$ cat config.mk
export PLATFORM = sky130hd
export DESIGN_NAME = bank_mapper
export DESIGN_NICKNAME = d
export VERILOG_FILES = /design/src/rtl/bankmap_pkg.sv /design/src/rtl/bm_ctrl_regs.sv /design/src/rtl/bm_fetch_xlate.sv /design/src/rtl/bm_read_mux.sv /design/src/rtl/bank_mapper.sv
export SDC_FILE = /design/constraint.sdc
export NUM_CORES = 1
export LEC_CHECK = 0
export ABC_AREA = 1
export BUFFER_PORTS_ARGS = -buffer_cell sky130_fd_sc_hd__buf_2
export CORE_ASPECT_RATIO = 1.5
export CORE_MARGIN = 2
export CORE_UTILIZATION = 41
export DETAILED_ROUTE_END_ITERATION = 12
export PLACE_DENSITY = 0.88
export SLEW_MARGIN = 20
export SYNTH_ARGS = -nofsm -noshare
export SYNTH_HDL_FRONTEND = slang
export SYNTH_HIERARCHICAL = 1
export SYNTH_SLANG_ARGS = --single-unit
export TNS_END_PERCENT = 10
$ cat constraint.sdc
create_clock -name clk -period 1.3 [get_ports clk]
set_clock_uncertainty 0.15 [all_clocks]
set_input_delay 0 -clock clk [delete_from_list [all_inputs] [get_ports clk]]
set_output_delay 0 -clock clk [all_outputs]
set_load 0.02 [all_outputs]
$ cat src/rtl/bankmap_pkg.sv
package bankmap_pkg;
    localparam int LA_W   = 16;
    localparam int PA_W   = 18;
    localparam int DW     = 8;
    localparam int BANK_W = PA_W - (LA_W - 1);
    localparam int OFS_W  = LA_W - 1;

    typedef enum logic {MODE_MIN = 1'b0, MODE_MAX = 1'b1} cpu_mode_e;

    localparam logic [LA_W-1:0] ADDR_MODE  = 16'hFF00;
    localparam logic [LA_W-1:0] ADDR_SPAGE = 16'hFF01;
    localparam logic [LA_W-1:0] ADDR_BANK  = 16'hFF02;
    localparam logic [LA_W-1:0] ADDR_MASK  = 16'hFF03;

    localparam logic [BANK_W-1:0] BANK_RESET = BANK_W'(1);
    localparam logic [BANK_W-1:0] SHORT_BANK = BANK_W'(1);

    typedef struct packed {
        cpu_mode_e          mode;
        logic [DW-1:0]      spage;
        logic [BANK_W-1:0]  bank;
        logic               masked;
    } ctrl_state_t;

    typedef struct packed {
        logic [PA_W-1:0] phys;
        logic            valid;
    } xlate_t;

    function automatic xlate_t map_fetch(input logic [LA_W-1:0] la,
                                         input logic [BANK_W-1:0] bank);
        xlate_t r;
        if (!la[LA_W-1]) begin
            r.phys  = {{BANK_W{1'b0}}, la[OFS_W-1:0]};
            r.valid = 1'b1;
        end else begin
            r.phys  = {bank, la[OFS_W-1:0]};
            // the short bank holds only the lower half of a full bank
            r.valid = !((bank == SHORT_BANK) && la[OFS_W-1]);
        end
        return r;
    endfunction
endpackage

$ cat src/rtl/bm_ctrl_regs.sv
module bm_ctrl_regs
    import bankmap_pkg::*;
(
    input  logic             clk,
    input  logic             rst,
    input  logic [LA_W-1:0]  addr,
    input  logic [DW-1:0]    wdata,
    input  logic             we,
    output ctrl_state_t      state
);
    ctrl_state_t state_q;
    logic        seen_mode_q, seen_page_q;
    logic        wr_mode, wr_page, wr_bank;

    assign wr_mode = we && (addr == ADDR_MODE);
    assign wr_page = we && (addr == ADDR_SPAGE);
    assign wr_bank = we && (addr == ADDR_BANK);

    always_ff @(posedge clk) begin
        if (rst) begin
            state_q.mode   <= MODE_MIN;
            state_q.spage  <= '0;
            state_q.bank   <= BANK_RESET;
            state_q.masked <= 1'b1;
            seen_mode_q    <= 1'b0;
            seen_page_q    <= 1'b0;
        end else begin
            if (wr_mode) state_q.mode  <= cpu_mode_e'(wdata[0]);
            if (wr_page) state_q.spage <= wdata;
            if (wr_bank) state_q.bank  <= wdata[BANK_W-1:0];
            seen_mode_q <= seen_mode_q | wr_mode;
            seen_page_q <= seen_page_q | wr_page;
            if ((seen_mode_q | wr_mode) && (seen_page_q | wr_page))
                state_q.masked <= 1'b0;
        end
    end

    assign state = state_q;
endmodule

$ cat src/rtl/bm_fetch_xlate.sv
module bm_fetch_xlate
    import bankmap_pkg::*;
(
    input  logic [LA_W-1:0]   fetch_addr,
    input  logic [BANK_W-1:0] bank,
    output logic [PA_W-1:0]   phys_addr,
    output logic              bank_valid
);
    xlate_t res;

    always_comb res = map_fetch(fetch_addr, bank);

    assign phys_addr  = res.phys;
    assign bank_valid = res.valid;
endmodule

$ cat src/rtl/bm_read_mux.sv
module bm_read_mux
    import bankmap_pkg::*;
(
    input  logic [LA_W-1:0] addr,
    input  ctrl_state_t     state,
    output logic [DW-1:0]   rdata
);
    always_comb begin
        unique case (addr)
            ADDR_MODE:  rdata = DW'(state.mode);
            ADDR_SPAGE: rdata = state.spage;
            ADDR_BANK:  rdata = DW'(state.bank);
            ADDR_MASK:  rdata = DW'(state.masked);
            default:    rdata = '0;
        endcase
    end
endmodule

$ cat src/rtl/bank_mapper.sv
module bank_mapper
    import bankmap_pkg::*;
(
    input  logic             clk,
    input  logic             rst,
    input  logic [15:0]      reg_addr,
    input  logic [7:0]       reg_wdata,
    input  logic             reg_we,
    output logic [7:0]       reg_rdata,
    input  logic [15:0]      fetch_addr,
    output logic [17:0]      phys_addr,
    output logic             bank_valid,
    output logic             push_bank,
    output logic             irq_masked,
    output logic [7:0]       stack_page
);
    ctrl_state_t       state;
    logic [BANK_W-1:0] cur_bank;

    bm_ctrl_regs u_regs (
        .clk   (clk),
        .rst   (rst),
        .addr  (reg_addr),
        .wdata (reg_wdata),
        .we    (reg_we),
        .state (state)
    );

    bm_fetch_xlate u_xlate (
        .fetch_addr (fetch_addr),
        .bank       (state.bank),
        .phys_addr  (phys_addr),
        .bank_valid (bank_valid)
    );

    bm_read_mux u_rmux (
        .addr  (reg_addr),
        .state (state),
        .rdata (reg_rdata)
    );

    assign cur_bank   = state.bank;
    assign push_bank  = (state.mode == MODE_MAX);
    assign irq_masked = state.masked;
    assign stack_page = state.spage;
endmodule

Word-level counts from Yosys, hierarchy flattened
Index checks and enable logic that the tools add are counted.
{"block": "totals", "word_cells": 21, "input_bits": 43, "register_bits": 15}
{"block": "op_classes", "eq_ne": 5, "bitwise": 2, "n_reduce_logical": 6, "mux": 2}
{"op": "$eq A16 B16 Y1 const B", "count": 4}
{"op": "$pmux W8 S4", "count": 1}
{"op": "$mux W19", "count": 1}
{"op": "$logic_and A1 B1 Y1", "count": 5}
{"op": "$eq A3 B1 Y1 const B", "count": 1}
{"op": "$or A1 B1 Y1", "count": 2}
{"op": "$logic_not A1 Y1", "count": 1}

Depth between registers and ports, before layout
Gate-level depths: netlist of run 1.
{"block": "depth", "depth_word": 4, "ltp_mapped": 9}

Hierarchy
Netlist of run 1, hierarchy kept.
{"module": "bm_ctrl_regs", "n_inst": 1, "cells_each": 108, "area_per_inst_um2": 715.7}
{"module": "bm_read_mux", "n_inst": 1, "cells_each": 56, "area_per_inst_um2": 257.7}
{"module": "bm_fetch_xlate", "n_inst": 1, "cells_each": 25, "area_per_inst_um2": 156.4}

Least setup slack after synthesis of run 1
OpenSTA, ideal clock, no wires.
{"block": "synth_path", "path_type": "in2reg", "start": "input port reg_addr[15]", "end": "register u_regs.state_q (netlist bit u_regs/state[10])", "path_slack_ps": 334, "t_required_ps": 1037, "cell_stages": 8, "path_buffers": 1, "t_arrival_ps": 703, "path_cell_list": "nand2_1 -> inv_2 -> nand2_2 -> nor2_4 -> nand3_4 -> buf_6 -> nor2_1 -> nor2_1"}
{"block": "synth_between", "elab_chain_len": 2}
{"item": "from (decl)", "line": "bank_mapper.sv:6", "source": "input logic [15:0] reg_addr,"}
{"item": "$eq A16 B16 Y1", "line": "bm_ctrl_regs.sv:16", "source": "assign wr_page = we && (addr == ADDR_SPAGE);"}
{"item": "$logic_and A1 B1 Y1", "line": "bm_ctrl_regs.sv:16"}
{"item": "to (decl)", "line": "bm_ctrl_regs.sv:11", "source": "ctrl_state_t state_q;"}
No other way between the ends.
A chain may end at the register's enable or synchronous reset.

Worst setup path in the final report of run 1
{"block": "layout_path", "start": "register, netlist name u_regs/state[1]", "end": "output port reg_rdata[0]"}
{"block": "layout_between", "elab_chain_len": 1}
{"item": "$pmux W8 S4", "line": "bm_read_mux.sv:9", "source": "unique case (addr)"}
{"item": "to (decl)", "line": "bank_mapper.sv:9", "source": "output logic [7:0] reg_rdata,"}
No other way between the ends.

==> flow_summary.toml, run 1 <==
[global_routing]
grt_pass1_wl_microns = 3790
grt_max_degree = 19
grt-ovfl-total = 0
grt_usage_pct = 16.3
grt_pass1_vias = 1012
antenna_found_initial = 0

[routing]
avgViaCountPerCell = 4.28
wl_per_cell_microns = 8.96
drc = 0
drt-initial-drc-count = 20
vias = 1227
totalWireLength_microns = 2570
final_antenna_net_count = 0
dr.pass1.iters = 4

[power]
powerDensity_mw_per_mm2 = 659
p_leak_uw = 0.000895
vdd_drop_max_uv = 599
power_uw = 1040

[setup_path]
worst-path-max-fanout = 3
worst-setup-path-type = "reg2out"
crit_arrival_ns = 1.05
worstSetupStartpointType = "register"
worstSetupEndpointType = "output port"
worstPathRequired_ns = 1.15

[floorplanning]
core_sq_mm = 0.00265
fp.dieW_microns = 46.9
die_h_microns = 68.3
die-area_sq_mm = 0.00320
pin_count = 80
start_util_pct = 42.7
rows = 23

[clock_tree]
cts_root_buffer = "clkbuf_8"
worstSkewPairLatency_ns = 0.24
clk_pin_slew_ns = 0.06
cts-htree-levels = 1
clk_path_buf_depth = 2
cts_setup_buffers = 0
clock-sinks = 15
cts_tree = "done"
cts_buffers = 3

[placed_design]
hpwl_microns = 1910
port_buffers = 51
gp_congestion = 0.777
place_ws_ns = 0.0770

[yosys]
synth_fp_nets = 232
yosys_warnings = 6
ys_ff_latch = 15
synth_area_leaders = "dfxtp_1 (27%), nand2_1 (17%), nor2_1 (12%), inv_1 (12%), buf_4 (10%)"
synth.distinct_cells = 17
syn_area_per_cell_sq_um = 5.98
yosysSeqAreaShare_pct = 26.6
syn_area_sq_mm = 0.00113
synth.top_cell.area_share_pct = 26.6
synth_cells = 189
synth_top_area_cell = "dfxtp_1"

[min_path]
min_path_type = "in2reg"

[cells_and_area]
drive_above_1_share_pct = 28.8
fin_nets = 294
antenna-diode-count = 0
n_fill_cell = 271
areaGrowthSynthToFinish_pct = 39.0

[sta]
worstMarginPinSlew_ns = 0.332
hold_viol = 0
rsz0062_at_grt = "no"
post-route-min-period_ns = 1.20
tns_ns = 0
slew_viol_final = 0
period_share_pct = 92.0
relSlewSlack_pct = 77.8
timing.fmax_ghz = 0.836
setup_ws_ns = 0.104
setup_viol = 0

[run_status]
status = "finished, final reports clean"

[job]
drv_cap = 0
area by class of cell:
type | instances | area (sq um) | area share, %
multi-input combinational | 119 | 549 | 35.0
tap | 37 | 46.3 | 2.95
timing repair buffer | 74 | 485 | 30.9
clock inverter | 1 | 5.00 | 0.319
inverter | 38 | 143 | 9.08
clock buffer | 3 | 41.3 | 2.63
sequential | 15 | 300 | 19.1
kinds of logic (layout without fill, tap and decap cells):
family	Yosys count	after routing	synth area share, %
and+or+nand+nor	115	115	46.8
buffers and inverters	55	116	24.8
AOI/OAI and AO/OA	4	4	1.77
DFF	15	15	26.6
placed cells by master, fill, tap and decap left out, types with 2 or more instances in the layout:
cell type | Yosys | routed
inv_1 | 35 | 35
a21oi_1 | 4 | 4
nor2_4 | 5 | 5
nand2_1 | 50 | 50
nor2_1 | 37 | 37
nor2_2 | 2 | 2
inv_2 | 2 | 2
nand3_2 | 2 | 2
dlygate4sd3_1 | 0 | 23
nand2_2 | 5 | 5
dfxtp_1 | 15 | 15
nand3_1 | 11 | 11
nor3_1 | 2 | 2
clkbuf_8 | 1 | 3
buf_2 | 0 | 51
power by group:
| part | internal, uW | switching, uW |
|---|---|---|
| clock | 212 | 159 |
| sequential | 460 | 0.00478 |
| combinational | 96.7 | 108 |
| total | 768 | 267 |
synthesized netlist by cell type:
cell type and number:
a21oi_1 4, buf_4 15, buf_6 1, clkbuf_8 1, clkinv_1 1, dfxtp_1 15, inv_1 35, inv_2 2
nand2_1 50, nand2_2 5, nand3_1 11, nand3_2 2, nand3_4 1, nor2_1 37, nor2_2 2, nor2_4 5
nor3_1 2
worst max-delay path: stages (launching register included):
cell      delay [ns]
dfxtp_1         0.36
nand3_1         0.11
nand2_1         0.09
clkinv_1        0.06
nand2_1         0.04
buf_2           0.15
through the flow:
step / utilization [%] / instance area, sq um / hold slack, ns / instances
finish: 59.3 / 1570 / 0.0499 / 287
floorplan: - / 1130 / -0.0809 / 189
detailed placement: 48.9 / 1290 / -0.150 / 260
CTS: 59.3 / 1570 / 0.0386 / 287
global route: 59.3 / 1570 / 0.0971 / 287
global placement: 48.9 / 1290 / -0.150 / 260
flip-flops by register name, indices dropped and copies added, names as in the netlist:
signal and count:
u_regs/seen_mode_q 1, u_regs/seen_page_q 1, u_regs/state 13
worst paths after layout:
| check | end | from | cells after the start | slack [ns] |
|---|---|---|---|---|
| max reg2reg | u_regs/state[0] | u_regs/seen_page_q | 5 | 0.47 |
| min | u_regs/seen_mode_q | reg_we | 5 | 0.05 |
| min reg2reg | u_regs/seen_mode_q | u_regs/seen_mode_q | 2 | 0.31 |
| max | reg_rdata[0] | u_regs/state[1] | 5 | 0.10 |
per-layer routing:
layer | track usage [%] | routed length (microns)
met1 | 14.9 | 956
met2 | 31.5 | 1410
met3 | 1.32 | 174
met4 | 10.8 | 36
met5 | 0 | 0
repair_timing:
action	CTS	global route
hold endpoints to repair	28	0
resized for setup	0	0
hold buffers	23	0
Power figures use the tool's default switching activity.
==> inputs of run 2 (changes only) <==
--- a/config.mk
+++ b/config.mk
@@ -6,12 +6,14 @@
 export NUM_CORES = 1
 export LEC_CHECK = 0
 export ABC_AREA = 1
+export ABC_CLOCK_PERIOD_IN_PS = 1300
 export BUFFER_PORTS_ARGS = -buffer_cell sky130_fd_sc_hd__buf_2
 export CORE_ASPECT_RATIO = 1.5
 export CORE_MARGIN = 2
 export CORE_UTILIZATION = 41
 export DETAILED_ROUTE_END_ITERATION = 12
 export PLACE_DENSITY = 0.88
+export RECOVER_POWER = 25
 export SLEW_MARGIN = 20
 export SYNTH_ARGS = -nofsm -noshare
 export SYNTH_HDL_FRONTEND = slang
==> flow_summary.toml, run 2 (synthesis results as in run 1) <==
[setup_path]
max_stage_delay_ns = 0.36
worstSetupStartpointType = "register"
cp_common_cell = "nand2_1"
worstPathRequired_ns = 1.15
cp_num_buf_inv = 2
crit_chain = "nand3_1 > nand2_1 > clkinv_1 > nand2_1 > buf_2"
worst-path-max-fanout = 3
crit_arrival_ns = 1.05
worstSetupEndpointType = "output port"
crit_family = "flip-flops"
worst-setup-path-type = "reg2out"
slowest_stage = "dfxtp_1"

[sta]
post-route-min-period_ns = 1.20
rsz0062_at_grt = "no"
hold_viol = 0
slew_viol_final = 0
timing.fmax_ghz = 0.836
worstMarginPinSlew_ns = 0.332
setup_ws_ns = 0.104
period_share_pct = 92.0
relSlewSlack_pct = 77.8
tns_ns = 0
setup_viol = 0
hold_ws_ns = 0.0499

[global_routing]
grt_max_degree = 19
grt_usage_pct = 16.3
antenna_found_initial = 0
grt-ovfl-total = 0
grt_pass1_vias = 1012
grt_pass1_wl_microns = 3790

[routing]
drc = 0
wl_per_cell_microns = 8.97
dr.pass1.iters = 4
avgViaCountPerCell = 4.28
drt-initial-drc-count = 20
vias = 1227
final_antenna_net_count = 0
totalWireLength_microns = 2570

[placed_design]
gp_congestion = 0.777
post_dp_cell_area_sq_mm = 0.00129
place_ws_ns = 0.0770
hpwl_microns = 1910
port_buffers = 51

[cells_and_area]
fin_nets = 294
areaGrowthSynthToFinish_pct = 38.9
final_design_area_no_fill_sq_mm = 0.00157
drive_above_1_share_pct = 28.4
antenna-diode-count = 0
final_cell_mix = "buf_2 (50), nand2_1 (50), nor2_1 (37)"
largest_reg_flops = 13

[clock_tree]
clk_path_buf_depth = 2
cts_setup_buffers = 0
cts_tree = "done"
worstSkewPairLatency_ns = 0.24
cts_root_buffer = "clkbuf_8"
clk_pin_slew_ns = 0.06
cts_buffers = 3
cts-htree-levels = 1
clock-sinks = 15

[power]
p_leak_uw = 0.000893
internal_power_uw = 768
power_uw = 1040
power_frac_comb_pct = 19.7
power_switching_uw = 267
clock_power_share_pct = 35.9
p_sw_share_pct = 25.8
powerDensity_mw_per_mm2 = 660
vdd_drop_max_uv = 599
seq_power_share_pct = 44.4

[floorplanning]
start_util_pct = 42.7
fp.dieW_microns = 46.9
die_h_microns = 68.3
die-area_sq_mm = 0.00320
core_sq_mm = 0.00265
rows = 23
pin_count = 80

[job]
drv_cap = 0

[run_status]
status = "finished, final reports clean"

[min_path]
min_path_type = "in2reg"
-- run 2: cell count changes in the layout (fill, tap and decap cells not counted) --
cell / previous run / this run
buf_2: 51 / 50
clkbuf_1: 0 / 1
-- run 2: area by class of cell --
type                       count  area, sq um
fill                         272         1080
tap                           37         46.3
clock buffer                   3         41.3
sequential                    15          300
clock inverter                 1         5.00
timing repair buffer          74          484
multi-input combinational    119          549
inverter                      38          143
-- run 2: metal layers --
layer / vias up / part of all wire, % / track usage (%)
met5: - / 0 / 0
met4: 0 / 1.4 / 10.8
met3: 4 / 6.8 / 1.32
met2: 48 / 55 / 31.5
met1: 517 / 37 / 14.9
li1: 658 / - / -
-- run 2: worst paths after layout --
check / startpoint / to / slack [ns] / cells past startpoint
max: u_regs/state[1] / reg_rdata[0] / 0.10 / 5
min: reg_we / u_regs/seen_mode_q / 0.05 / 5
max reg2reg: u_regs/seen_page_q / u_regs/state[0] / 0.47 / 5
min reg2reg: u_regs/seen_mode_q / u_regs/seen_mode_q / 0.31 / 2
-- run 2: power groups by stage --
stage          clock [uW]  combinational (uW)  sequential [uW]
6_report              371                 204              460
5_1_grt               404                 224              459
4_1_cts               381                 206              460
3_5_place_dp            0                 119              470
3_3_place_gp            0                 117              470
2_1_floorplan           0                 122              470
-- run 2: what timing repair did --
action                                 CTS  global route
resized for setup                        0             0
setup endpoints to repair                0             0
hold buffers                            23             0
endpoints found under the hold margin   28             0
-- run 2: worst reg2reg max path: cells and delay by family (launching register included) --
family        cells  cell delay (ns)
flops             1             0.31
simple gates      4             0.21
buf+inv           1             0.05
-- run 2: stage by stage --
stage | utilization (%) | cells
after floorplan | - | 189
after global placement | 48.9 | 260
final | 59.3 | 287
after CTS | 59.3 | 287
after detailed placement | 48.9 | 260
after global routing | 59.3 | 287
